### src/rtl/adc_frame_reader.sv
module adc_frame_reader #(
  parameter int DIV_W     = 8,
  parameter int RES_W     = 10,
  parameter int FRAME_LEN = 16,
  parameter int LEAD_BITS = 3,
  parameter int SD_MAX    = 9
) (
  input  logic             clk,
  input  logic             rst_n,
  input  logic             smp_req,
  input  logic             pdn_req,
  input  logic [DIV_W-1:0] div_half,
  input  logic [3:0]       sd_edges,
  output logic             busy,
  output logic             smp_valid,
  output logic [RES_W-1:0] smp_data,
  output logic             adc_cs_n,
  output logic             adc_sclk,
  input  logic             adc_sdata
);
  localparam int CNT_W   = $clog2(FRAME_LEN + 1);
  localparam int MSB_POS = FRAME_LEN - 1 - LEAD_BITS;

  typedef enum logic [1:0] {S_IDLE, S_RUN, S_GAP} state_t;

  state_t             st;
  logic               cs_q, sclk_q, valid_q, is_smp, gap_ph;
  logic [DIV_W-1:0]   ph_cnt, div_q;
  logic [CNT_W-1:0]   edge_cnt, edge_tgt, sd_tgt;
  logic [FRAME_LEN-1:0] sr, sr_nxt;
  logic [RES_W-1:0]   data_q;
  logic               tick, req;

  assign tick   = (ph_cnt == '0);
  assign req    = smp_req | pdn_req;
  assign sr_nxt = {sr[FRAME_LEN-2:0], adc_sdata};
  assign sd_tgt = (sd_edges == 4'd0)          ? CNT_W'(1) :
                  (int'(sd_edges) > SD_MAX)    ? CNT_W'(SD_MAX) :
                                                 CNT_W'(sd_edges);

  assign busy      = (st != S_IDLE);
  assign smp_valid = valid_q;
  assign smp_data  = data_q;
  assign adc_cs_n  = cs_q;
  assign adc_sclk  = sclk_q;

  always_ff @(posedge clk or negedge rst_n) begin
    if (!rst_n) begin
      st       <= S_IDLE;
      cs_q     <= 1'b1;
      sclk_q   <= 1'b1;
      valid_q  <= 1'b0;
      is_smp   <= 1'b0;
      gap_ph   <= 1'b0;
      ph_cnt   <= '0;
      div_q    <= '0;
      edge_cnt <= '0;
      edge_tgt <= '0;
      sr       <= '0;
      data_q   <= '0;
    end else begin
      valid_q <= 1'b0;
      case (st)
        S_IDLE: begin
          if (req) begin
            st       <= S_RUN;
            cs_q     <= 1'b0;
            ph_cnt   <= div_half;
            div_q    <= div_half;
            edge_cnt <= '0;
            is_smp   <= smp_req;
            edge_tgt <= smp_req ? CNT_W'(FRAME_LEN) : sd_tgt;
          end
        end
        S_RUN: begin
          if (tick) begin
            ph_cnt <= div_q;
            if (sclk_q) begin
              sclk_q   <= 1'b0;
              edge_cnt <= edge_cnt + 1'b1;
            end else begin
              sclk_q <= 1'b1;
              sr     <= sr_nxt;
              if (edge_cnt == edge_tgt) begin
                cs_q   <= 1'b1;
                st     <= S_GAP;
                gap_ph <= 1'b0;
                if (is_smp) begin
                  valid_q <= 1'b1;
                  data_q  <= sr_nxt[MSB_POS -: RES_W];
                end
              end
            end
          end else begin
            ph_cnt <= ph_cnt - 1'b1;
          end
        end
        S_GAP: begin
          if (tick) begin
            ph_cnt <= div_q;
            if (gap_ph) st <= S_IDLE;
            else        gap_ph <= 1'b1;
          end else begin
            ph_cnt <= ph_cnt - 1'b1;
          end
        end
        default: st <= S_IDLE;
      endcase
    end
  end
endmodule

### config.mk
export PLATFORM = sky130hd
export DESIGN_NAME = adc_frame_reader
export DESIGN_NICKNAME = d
export VERILOG_FILES = /design/src/rtl/adc_frame_reader.sv
export SDC_FILE = /design/constraint.sdc
export NUM_CORES = 1
export LEC_CHECK = 0
export BUFFER_PORTS_ARGS = -buffer_cell sky130_fd_sc_hd__buf_2
export CAP_MARGIN = 20
export CORE_MARGIN = 2
export CORE_UTILIZATION = 58
export DETAILED_ROUTE_END_ITERATION = 8
export GPL_ROUTABILITY_DRIVEN = 0
export PLACE_DENSITY = 0.79
export SYNTH_ARGS = -nofsm -noshare
export SYNTH_HDL_FRONTEND = slang
export SYNTH_SLANG_ARGS = --single-unit
### constraint.sdc
create_clock -name clk -period 3.4 [get_ports clk]
set_input_delay 0.34 -clock clk [delete_from_list [all_inputs] [get_ports clk]]
set_output_delay 0.34 -clock clk [all_outputs]
set_load 0.05 [all_outputs]
==> impl_metrics.csv, run 1 <==
group,metric,value,unit
synth,synth.distinct_cells,42,
global_route,grt_use_total,0.2205,
cts,cts_tree,"built",
cts,cts_inserted_buffers,5,
synth,synth_edf_count,0,
cts,clockRootBuffer,"clkbuf_8",
worst_setup_path,critPathKind,"reg2reg",
min_path,hold_class,"in2async",
worst_setup_path,cp.required,3.60,ns
sta,holdWs,-0.007495,ns
final_layout,syn_to_final_growth,10.90,%
detailed_routing,num_vias,1937,
flow_run,cap_violations,0,
synth,async_flop_share,1.000,
global_route,grt_max_degree,33,
sta,setup_viol,0,
final_layout,nets,301,
place,place_hpwl,3765,um
sta,slew_violations,0,
floorplan,io_pins,31,
run_status,status,"finished with violations",
floorplan,die_y,72.36,um
sta,tns,0,ns
synth,syn_area_per_cell,10.97,um2
cts,cts.repair.resized,0,
sta,finalHoldViolCount,10,
final_layout,num_antenna_cells,0,
synth,synth_top_area_cell,"dfrtp_1",
sta,worst_slew_pin_slew,0.6868,ns
floorplan,die-area,0.005235,mm2
final_layout,final_common_cell,"dfrtp_1",
synth,syn_area,0.002710,mm2
cts,clkLatencyLatePin,0.31,ns
worst_setup_path,arrival,2.94,ns
cts,cts_setup_buffers,0,
sta,fin_ws,0.6612,ns
sta,fmax,365.1,MHz
cts,clockBufferDepth,2,
worst_setup_path,start_kind,"flop",
floorplan,start_util,0.6139,
global_route,overflow,0,
synth,yosysTopAreaCellShare,0.4801,
detailed_routing,dr.pass1.iters,4,
place,postPlaceCellArea,0.002895,mm2
synth,synth_ff_type,"dfrtp_1",
synth,yosysWarningCount,0,
cts,cts_hold_buf,0,
global_route,antenna_found_initial,0,
place,dpl_worst_slack,0.7173,ns
synth,synth_cells,247,
detailed_routing,ant_nets,0,
worst_setup_path,crit_fanout,16,
cts,numClockSinks,54,
global_route,grt_pass1_wl,8714,um
detailed_routing,drtIter0Drc,71,
detailed_routing,drc,0,
cts,path_clk_slew,0.10,ns
synth,synth-seq-cells,54,
synth,ys_seq_area_frac,0.4995,
run_status,violations,"hold timing",
synth,synth_area_leaders,"dfrtp_1 48%, mux2_2 9.6%, mux2_4 5.0%",
synth,syn-num-nets,271,
final_layout,final_cell_mix,"52 x dfrtp_1, 30 x buf_2, 23 x nor2_1, 23 x mux2_2, 20 x nand2_1",
floorplan,die_w,72.36,um
pwr,power_density,620.8,mW/mm2
worst_setup_path,ff2ff_path_depth,8,
global_route,grt_pass1_vias,1802,
sta,fin_crit_sh,0.8055,
detailed_routing,drt_wl_total,5256,um
sta,rsz0062_at_grt,"false",
sta,slew_headroom,0.5404,
final_layout,drive_gt1_frac,0.2878,
final_layout,final_cell_area,0.003005,mm2
detailed_routing,avgViaCountPerCell,5.870,
cts,cts_max_level,2,
worst_setup_path,worstSetupEndpointType,"flop",
sta,fin_crit,2.739,ns
pwr,leakage,1.505,nW
detailed_routing,wl_per_cell,15.93,um
place,numPortBuffers,30,
pwr,irDropWorstVdd,0.3234,mV
sta,fin_worst_skew,0.008259,ns
floorplan,core,0.004414,mm2
floorplan,rows,24,
==> registers in the layout (all words and copies together), names as in the netlist <==
signal and flops:
adc_sclk 1, smp_valid 1, edge_tgt 5, edge_cnt 5, sr 12, div_q 8, st 2, smp_data 10
ph_cnt 8, adc_cs_n 1, gap_ph 1
==> where the power goes <==
part / total, W / switching, W / internal, W
Combinational: 0.000587 / 0.000332 / 0.000255
Clock: 0.000427 / 0.000207 / 0.000220
Sequential: 0.000852 / 0.000119 / 0.000733
==> critical path, cell delays in order, from the launching register on <==
cell     delay [ns]
dfrtp_1        0.46
inv_1          0.13
ha_1           0.23
nor3b_2        0.28
nand2_2        0.16
or3_1          0.34
buf_4          0.21
or3_4          0.49
mux2_4         0.33
==> per-stage QoR <==
stage	hold slack, ns	total power [W]	instances	util
2_1_floorplan	0.04441	0.001300	247	-
3_3_place_gp	0.3472	0.001425	322	0.6559
3_5_place_dp	0.3494	0.001446	322	0.6559
4_1_cts	0.008870	0.001873	330	0.6808
5_1_grt	0.03388	0.001992	330	0.6808
6_report	-0.007495	0.001866	330	0.6808
==> cell usage after synthesis, types with 4 or more instances <==
library cell / n
nand2b_1: 4
nand2_1: 20
xor2_1: 8
o21ai_0: 15
dfrtp_1: 52
nor3_1: 8
clkbuf_1: 8
ha_1: 7
o22ai_1: 4
nor2_1: 23
inv_1: 10
mux2_4: 9
a31oi_1: 6
a21oi_1: 9
o31ai_1: 4
mux2_2: 23
==> worst paths after layout <==
| path | from | to | slack, ns |
|---|---|---|---|
| worst min register to register | edge_tgt[2]$_DFFE_PN0P_ | edge_tgt[2]$_DFFE_PN0P_ | 0.51 |
| max in group asynchronous | rst_n | smp_data[7]$_DFFE_PN0P_ | 2.62 |
| worst max-delay path | ph_cnt[0]$_DFFE_PN0P_ | smp_data[0]$_DFFE_PN0P_ | 0.66 |
| worst min-delay path | rst_n | ph_cnt[7]$_DFFE_PN0P_ | -0.007 |
| worst max register to register | ph_cnt[0]$_DFFE_PN0P_ | smp_data[0]$_DFFE_PN0P_ | 0.66 |
| min in group clk | div_half[0] | div_q[0]$_DFFE_PN0P_ | 0.27 |
==> area by class of cell <==
type | instances | area [um2]
clock buffers | 6 | 72.57
clock inverters | 2 | 37.54
flip-flops and latches | 54 | 1354
multi-input cells | 173 | 1266
well taps | 52 | 65.06
fillers | 344 | 1409
repair buffers | 33 | 172.7
inverters | 10 | 37.54
==> metal layers <==
metal  track usage  part of all wire
met5             0                 0
met4       0.06918             0.013
met1        0.2946              0.45
met2        0.3660              0.49
met3       0.04167             0.046
==> kinds of logic after synthesis <==
group                      after synthesis  synth area share
and+or+nand+nor                         73            0.1390
DFF                                     54            0.4995
AOI/OAI and AO/OA                       49            0.1108
muxes                                   34            0.1528
buffers and inverters                   20           0.03324
xor gates and xnor gates                10           0.03232
adders and majority gates                7           0.03232
Note: power is estimated with default switching activity, not from simulation.
==> inputs of run 2 (changes only) <==
--- a/config.mk
+++ b/config.mk
@@ -5,13 +5,14 @@
 export SDC_FILE = /design/constraint.sdc
 export NUM_CORES = 1
 export LEC_CHECK = 0
+export ABC_AREA = 1
 export BUFFER_PORTS_ARGS = -buffer_cell sky130_fd_sc_hd__buf_2
 export CAP_MARGIN = 20
 export CORE_MARGIN = 2
-export CORE_UTILIZATION = 58
+export CORE_UTILIZATION = 52
 export DETAILED_ROUTE_END_ITERATION = 8
 export GPL_ROUTABILITY_DRIVEN = 0
-export PLACE_DENSITY = 0.79
+export PLACE_DENSITY = 0.75
 export SYNTH_ARGS = -nofsm -noshare
 export SYNTH_HDL_FRONTEND = slang
 export SYNTH_SLANG_ARGS = --single-unit
==> constraint.sdc (replaced) <==
create_clock -name clk -period 2.4 [get_ports clk]
set_input_delay 0.24 -clock clk [delete_from_list [all_inputs] [get_ports clk]]
set_output_delay 0.24 -clock clk [all_outputs]
set_load 0.05 [all_outputs]
==> impl_metrics.csv, run 2 <==
group,metric,value,unit
run_status,status,"completed",
flow_run,cap_violations,0,
place,postPlaceCellArea,0.002993,mm2
global_route,grt_pass1_wl,9639,um
detailed_routing,dr.pass1.iters,4,
final_layout,regMostFlops,"sr",
floorplan,core,0.005107,mm2
detailed_routing,avgViaCountPerCell,5.018,
cts,clockRootBuffer,"clkbuf_8",
sta,fmax,494.5,MHz
final_layout,seqCellArea,0.001354,mm2
sta,fin_crit_sh,0.8426,
place,place_hpwl,3928,um
sta,finalHoldViolCount,0,
detailed_routing,wl_per_cell,11.70,um
worst_setup_path,arrival,2.23,ns
synth,synth_cells,352,
sta,fin_crit,2.022,ns
floorplan,start_util,0.5397,
synth,syn_area_per_cell,7.831,um2
floorplan,die_y,76.81,um
synth,syn_area,0.002756,mm2
worst_setup_path,worstSetupEndpointType,"flop",
final_layout,num_antenna_cells,0,
synth,yosysWarningCount,0,
final_layout,drive_gt1_frac,0.1684,
sta,slew_headroom,0.7059,
worst_setup_path,start_kind,"flop",
detailed_routing,num_vias,2288,
sta,fin_worst_skew,0.007229,ns
synth,async_flop_share,1.000,
cts,cts_inserted_buffers,5,
final_layout,largest_reg_flops,12,
floorplan,die_w,76.81,um
floorplan,rows,26,
worst_setup_path,crit_fanout,18,
synth,synth_edf_count,0,
synth,syn-num-nets,376,
sta,rsz0062_at_grt,"false",
pwr,leakage,1.732,nW
pwr,irDropWorstVdd,0.5328,mV
cts,path_clk_slew,0.09,ns
sta,setup_viol,0,
synth,ys_seq_area_frac,0.4911,
sta,slew_violations,0,
synth,yosysMostFrequentCell,"nand2_1",
synth,synth-seq-cells,54,
worst_setup_path,cp.required,2.61,ns
synth,yosysTopAreaCellShare,0.4721,
cts,cts_tree,"built",
floorplan,die-area,0.005899,mm2
worst_setup_path,critPathMaxStageDelay,0.41,ns
final_layout,syn_to_final_growth,12.07,%
global_route,grt_pass1_vias,2266,
synth,synth_ff_type,"dfrtp_1",
final_layout,final_common_cell,"nand2_1",
global_route,antenna_found_initial,0,
final_layout,fin_cells,456,
final_layout,final_cell_area,0.003089,mm2
detailed_routing,ant_nets,0,
sta,tns,0,ns
final_layout,nets,409,
global_route,overflow,0,
place,placed_cells,447,
cts,clockBufferDepth,2,
final_layout,final_cell_mix,"120 x nand2_1, 52 x dfrtp_1, 32 x inv_1",
global_route,grt_max_degree,55,
global_route,grt_use_total,0.2024,
detailed_routing,drtIter0Drc,122,
detailed_routing,drc,0,
cts,cts_hold_buf,1,
cts,numClockSinks,54,
min_path,min_delay_path_depth,3,
final_layout,multi_input_area,0.001192,mm2
pwr,power_density,1035,mW/mm2
synth,synthTopCellsByCount,"120 x nand2_1, 52 x dfrtp_1, 32 x inv_1",
sta,fin_ws,0.3779,ns
cts,cts_max_level,2,
worst_setup_path,ff2ff_path_depth,11,
synth,synth.distinct_cells,30,
place,dpl_worst_slack,0.3780,ns
min_path,hold_class,"in2reg",
cts,cts.repair.resized,0,
floorplan,io_pins,31,
cts,clkLatencyLatePin,0.31,ns
cts,cts_setup_buffers,0,
worst_setup_path,critPathKind,"reg2reg",
worst_setup_path,slowest_stage,"dfrtp_1",
synth,synth_top_area_cell,"dfrtp_1",
detailed_routing,drt_wl_total,5333,um
pwr,finalPower,0.003196,W
place,numPortBuffers,30,
final_layout,fillers,483,
worst_setup_path,cp_cell_sequence,"inv_1, ha_1, inv_2, nor2_1, nand2_4, clkinv_4, nand2_4, nor2_8, inv_2, nand2_1, nand2_1",
sta,worst_slew_pin_slew,0.4382,ns
synth,synth_area_leaders,"dfrtp_1 47%, nand2_1 16%, inv_1 4.4%",
==> run 2: cell families after synthesis <==
family,after synthesis,share of synthesized area
buffers and inverters,53,0.07626
and+or+nand+nor,187,0.2969
xor gates and xnor gates,4,0.01271
AOI/OAI and AO/OA,47,0.09124
DFF,54,0.4911
adders and majority gates,7,0.03177
==> run 2: final cells by class <==
cell class / count / share of cell area
multi-input cells: 245 / 0.3860
well taps: 70 / 0.02835
repair buffers: 34 / 0.06318
clock inverters: 2 / 0.004455
inverters: 45 / 0.05630
flip-flops and latches: 54 / 0.4382
clock buffers: 6 / 0.02349
==> run 2: worst paths after layout <==
kind | from | slack (ns) | end
min reg2reg | smp_data[1]$_DFFE_PN0P_ | 0.47 | smp_data[1]$_DFFE_PN0P_
max reg2reg | st[1]$_DFFE_PN0P_ | 0.38 | smp_data[0]$_DFFE_PN0P_
max in group asynchronous | rst_n | 1.65 | adc_cs_n$_DFFE_PN1P_
min | div_half[2] | 0.15 | div_q[2]$_DFFE_PN0P_
max | st[1]$_DFFE_PN0P_ | 0.38 | smp_data[0]$_DFFE_PN0P_
min in group asynchronous | rst_n | 0.45 | edge_tgt[4]$_DFFE_PN0P_
==> run 2: where the power goes <==
part	switching [W]	total (W)	leakage (nW)	internal [W]
logic	0.000909	0.00137	0.987	0.000459
registers	0.000180	0.00133	0.700	0.00115
clock network	0.000289	0.000495	0.0452	0.000206
total	0.00138	0.00320	1.73	0.00182
==> run 2: per-layer routing <==
metal  global-route usage  part of all wire
met5                    0                 0
met3              0.04353             0.037
met4              0.07091             0.011
met2               0.3518              0.50
met1               0.2486              0.45
==> run 2: critical path: cells and delay by family, from the launching register on <==
family                   cells  cell delay [ns]
AND/OR/NAND/NOR              6             0.74
buffers and inverters        4             0.44
flip-flops                   1             0.41
adder cells (fa/ha/maj)      1             0.34
==> run 2: stage by stage <==
| step | utilization | hold slack (ns) |
|---|---|---|
| 2_1_floorplan | - | -0.05559 |
| 3_3_place_gp | 0.5860 | 0.2559 |
| 3_5_place_dp | 0.5860 | 0.2587 |
| 4_1_cts | 0.6049 | 0.1410 |
| 5_1_grt | 0.6049 | 0.1618 |
| 6_report | 0.6049 | 0.1470 |
==> inputs of run 3 (changes only) <==
==> constraint.sdc (replaced) <==
create_clock -name clk -period 1.8 [get_ports clk]
set_input_delay 0.18 -clock clk [delete_from_list [all_inputs] [get_ports clk]]
set_output_delay 0.18 -clock clk [all_outputs]
set_load 0.05 [all_outputs]
==> impl_metrics.csv, run 3 (synthesis gave the netlist of run 2 again) <==
group,metric,value,unit
run_status,status,"completed",
detailed_routing,num_vias,2313,
global_route,antenna_found_initial,0,
pwr,power_frac_comb,0.448,
place,postPlaceCellArea,0.003060,mm2
sta,setup_viol,0,
place,numPortBuffers,30,
final_layout,final_cell_area,0.003178,mm2
global_route,grt_use_total,0.2021,
worst_setup_path,start_kind,"flop",
sta,fmax,605.1,MHz
global_route,grt_pass1_vias,2246,
detailed_routing,avgViaCountPerCell,4.953,
pwr,leakage,1.789,nW
sta,slew_violations,0,
floorplan,die_w,76.81,um
detailed_routing,ant_nets,0,
floorplan,rows,26,
worst_setup_path,worstSetupEndpointType,"output port",
detailed_routing,wl_per_cell,11.78,um
pwr,clkPwrFrac,0.151,
global_route,grt_pass1_wl,9749,um
floorplan,core,0.005107,mm2
pwr,p_int,0.002491,W
cts,clockRootBuffer,"clkbuf_8",
final_layout,largest_reg_flops,12,
detailed_routing,drt_wl_total,5500,um
worst_setup_path,arrival,1.47,ns
worst_setup_path,crit_fanout,3,
floorplan,die-area,0.005899,mm2
cts,cts_inserted_buffers,5,
cts,cts_max_level,2,
flow_run,cap_violations,0,
final_layout,nets,421,
final_layout,num_antenna_cells,0,
sta,finalHoldViolCount,0,
worst_setup_path,critPathKind,"reg2out",
pwr,p_sw,0.001886,W
final_layout,final_cell_mix,"120 x nand2_1, 52 x dfrtp_1, 32 x inv_1",
cts,path_clk_slew,0.10,ns
detailed_routing,dr.pass1.iters,6,
floorplan,io_pins,31,
global_route,grt_max_degree,55,
pwr,power_density,1377,mW/mm2
final_layout,regMostFlops,"sr",
sta,fin_crit,1.653,ns
cts,clkLatencyLatePin,0.31,ns
sta,fin_crit_sh,0.9182,
min_path,hold_class,"in2reg",
sta,rsz0062_at_grt,"false",
pwr,irDropWorstVdd,0.7908,mV
sta,tns,0,ns
floorplan,die_y,76.81,um
cts,numClockSinks,54,
sta,slew_headroom,0.7192,
sta,fin_worst_skew,0.009141,ns
detailed_routing,drc,0,
detailed_routing,drtIter0Drc,126,
final_layout,final_common_cell,"nand2_1",
final_layout,syn_to_final_growth,15.30,%
final_layout,fillers,456,
global_route,overflow,0,
cts,cts_tree,"built",
place,place_hpwl,4012,um
sta,worst_slew_pin_slew,0.4208,ns
final_layout,drive_gt1_frac,0.1965,
cts,clockBufferDepth,2,
pwr,switching_share,0.4310,
pwr,seq_power_share,0.401,
floorplan,start_util,0.5397,
worst_setup_path,cp.required,1.62,ns
[run 3: through the flow]
| step | util | cells | total power [W] | hold slack (ns) | setup WS, ns |
|---|---|---|---|---|---|
| after floorplan | - | 352 | 0.003199 | -0.1156 | 0.1531 |
| after global placement | 0.5992 | 456 | 0.003656 | 0.1975 | 0.1693 |
| after detailed placement | 0.5992 | 456 | 0.003710 | 0.2000 | 0.1210 |
| after CTS | 0.6173 | 464 | 0.004388 | 0.05303 | 0.1013 |
| after global routing | 0.6222 | 467 | 0.004737 | 0.06085 | 0.009144 |
| final | 0.6222 | 467 | 0.004377 | 0.06165 | 0.1473 |
[run 3: critical path, stage by stage, from the launching register on]
cell	delay, ns
dfrtp_1	0.39
inv_1	0.09
ha_1	0.22
buf_4	0.15
inv_2	0.05
buf_2	0.25
[run 3: worst paths after layout]
| check | startpoint | endpoint | slack (ns) | cells after the start |
|---|---|---|---|---|
| setup / recovery | st[1]$_DFFE_PN0P_ | busy | 0.15 | 5 |
| hold / removal | adc_sdata | sr[0]$_DFFE_PN0P_ | 0.06 | 3 |
| setup reg to reg | st[1]$_DFFE_PN0P_ | gap_ph$_DFFE_PN0P_ | 0.15 | 7 |
| hold reg to reg | smp_data[1]$_DFFE_PN0P_ | smp_data[1]$_DFFE_PN0P_ | 0.47 | 2 |
| max in group asynchronous | rst_n | adc_sclk$_DFFE_PN1P_ | 1.12 | 3 |
| min in group asynchronous | rst_n | ph_cnt[1]$_DFFE_PN0P_ | 0.38 | 3 |
[run 3: cell type report]
type | count | area [um2] | share of cell area
multi-input combinational | 245 | 1195 | 0.3760
sequential | 54 | 1354 | 0.4260
clock inverter | 2 | 13.76 | 0.004331
inverter | 45 | 173.9 | 0.05472
tap | 70 | 87.58 | 0.02756
clock buffer | 5 | 68.82 | 0.02165
timing repair buffer | 46 | 285.3 | 0.08976
[run 3: power groups by stage]
stage	clock, W	combinational [W]	sequential, W
floorplan	0	0.00139	0.00180
global route	0.000728	0.00221	0.00180
global placement	0	0.00189	0.00177
CTS	0.000682	0.00195	0.00175
detailed placement	0	0.00193	0.00178
finish	0.000661	0.00196	0.00176
[run 3: repair_timing]
action	in CTS	in global routing
endpoints found under the hold margin	52	0
hold buffers	1	0
setup buffers	0	3
gates resized for setup	0	1
setup endpoints to repair	0	7
[run 3: layer usage]
| layer | track usage | wire length [um] | vias up |
|---|---|---|---|
| li1 | - | - | 1192 |
| met1 | 0.2619 | 2633 | 1088 |
| met2 | 0.3474 | 2665 | 25 |
| met3 | 0.02471 | 125 | 8 |
| met4 | 0.07455 | 75 | 0 |
| met5 | 0 | 0 | - |
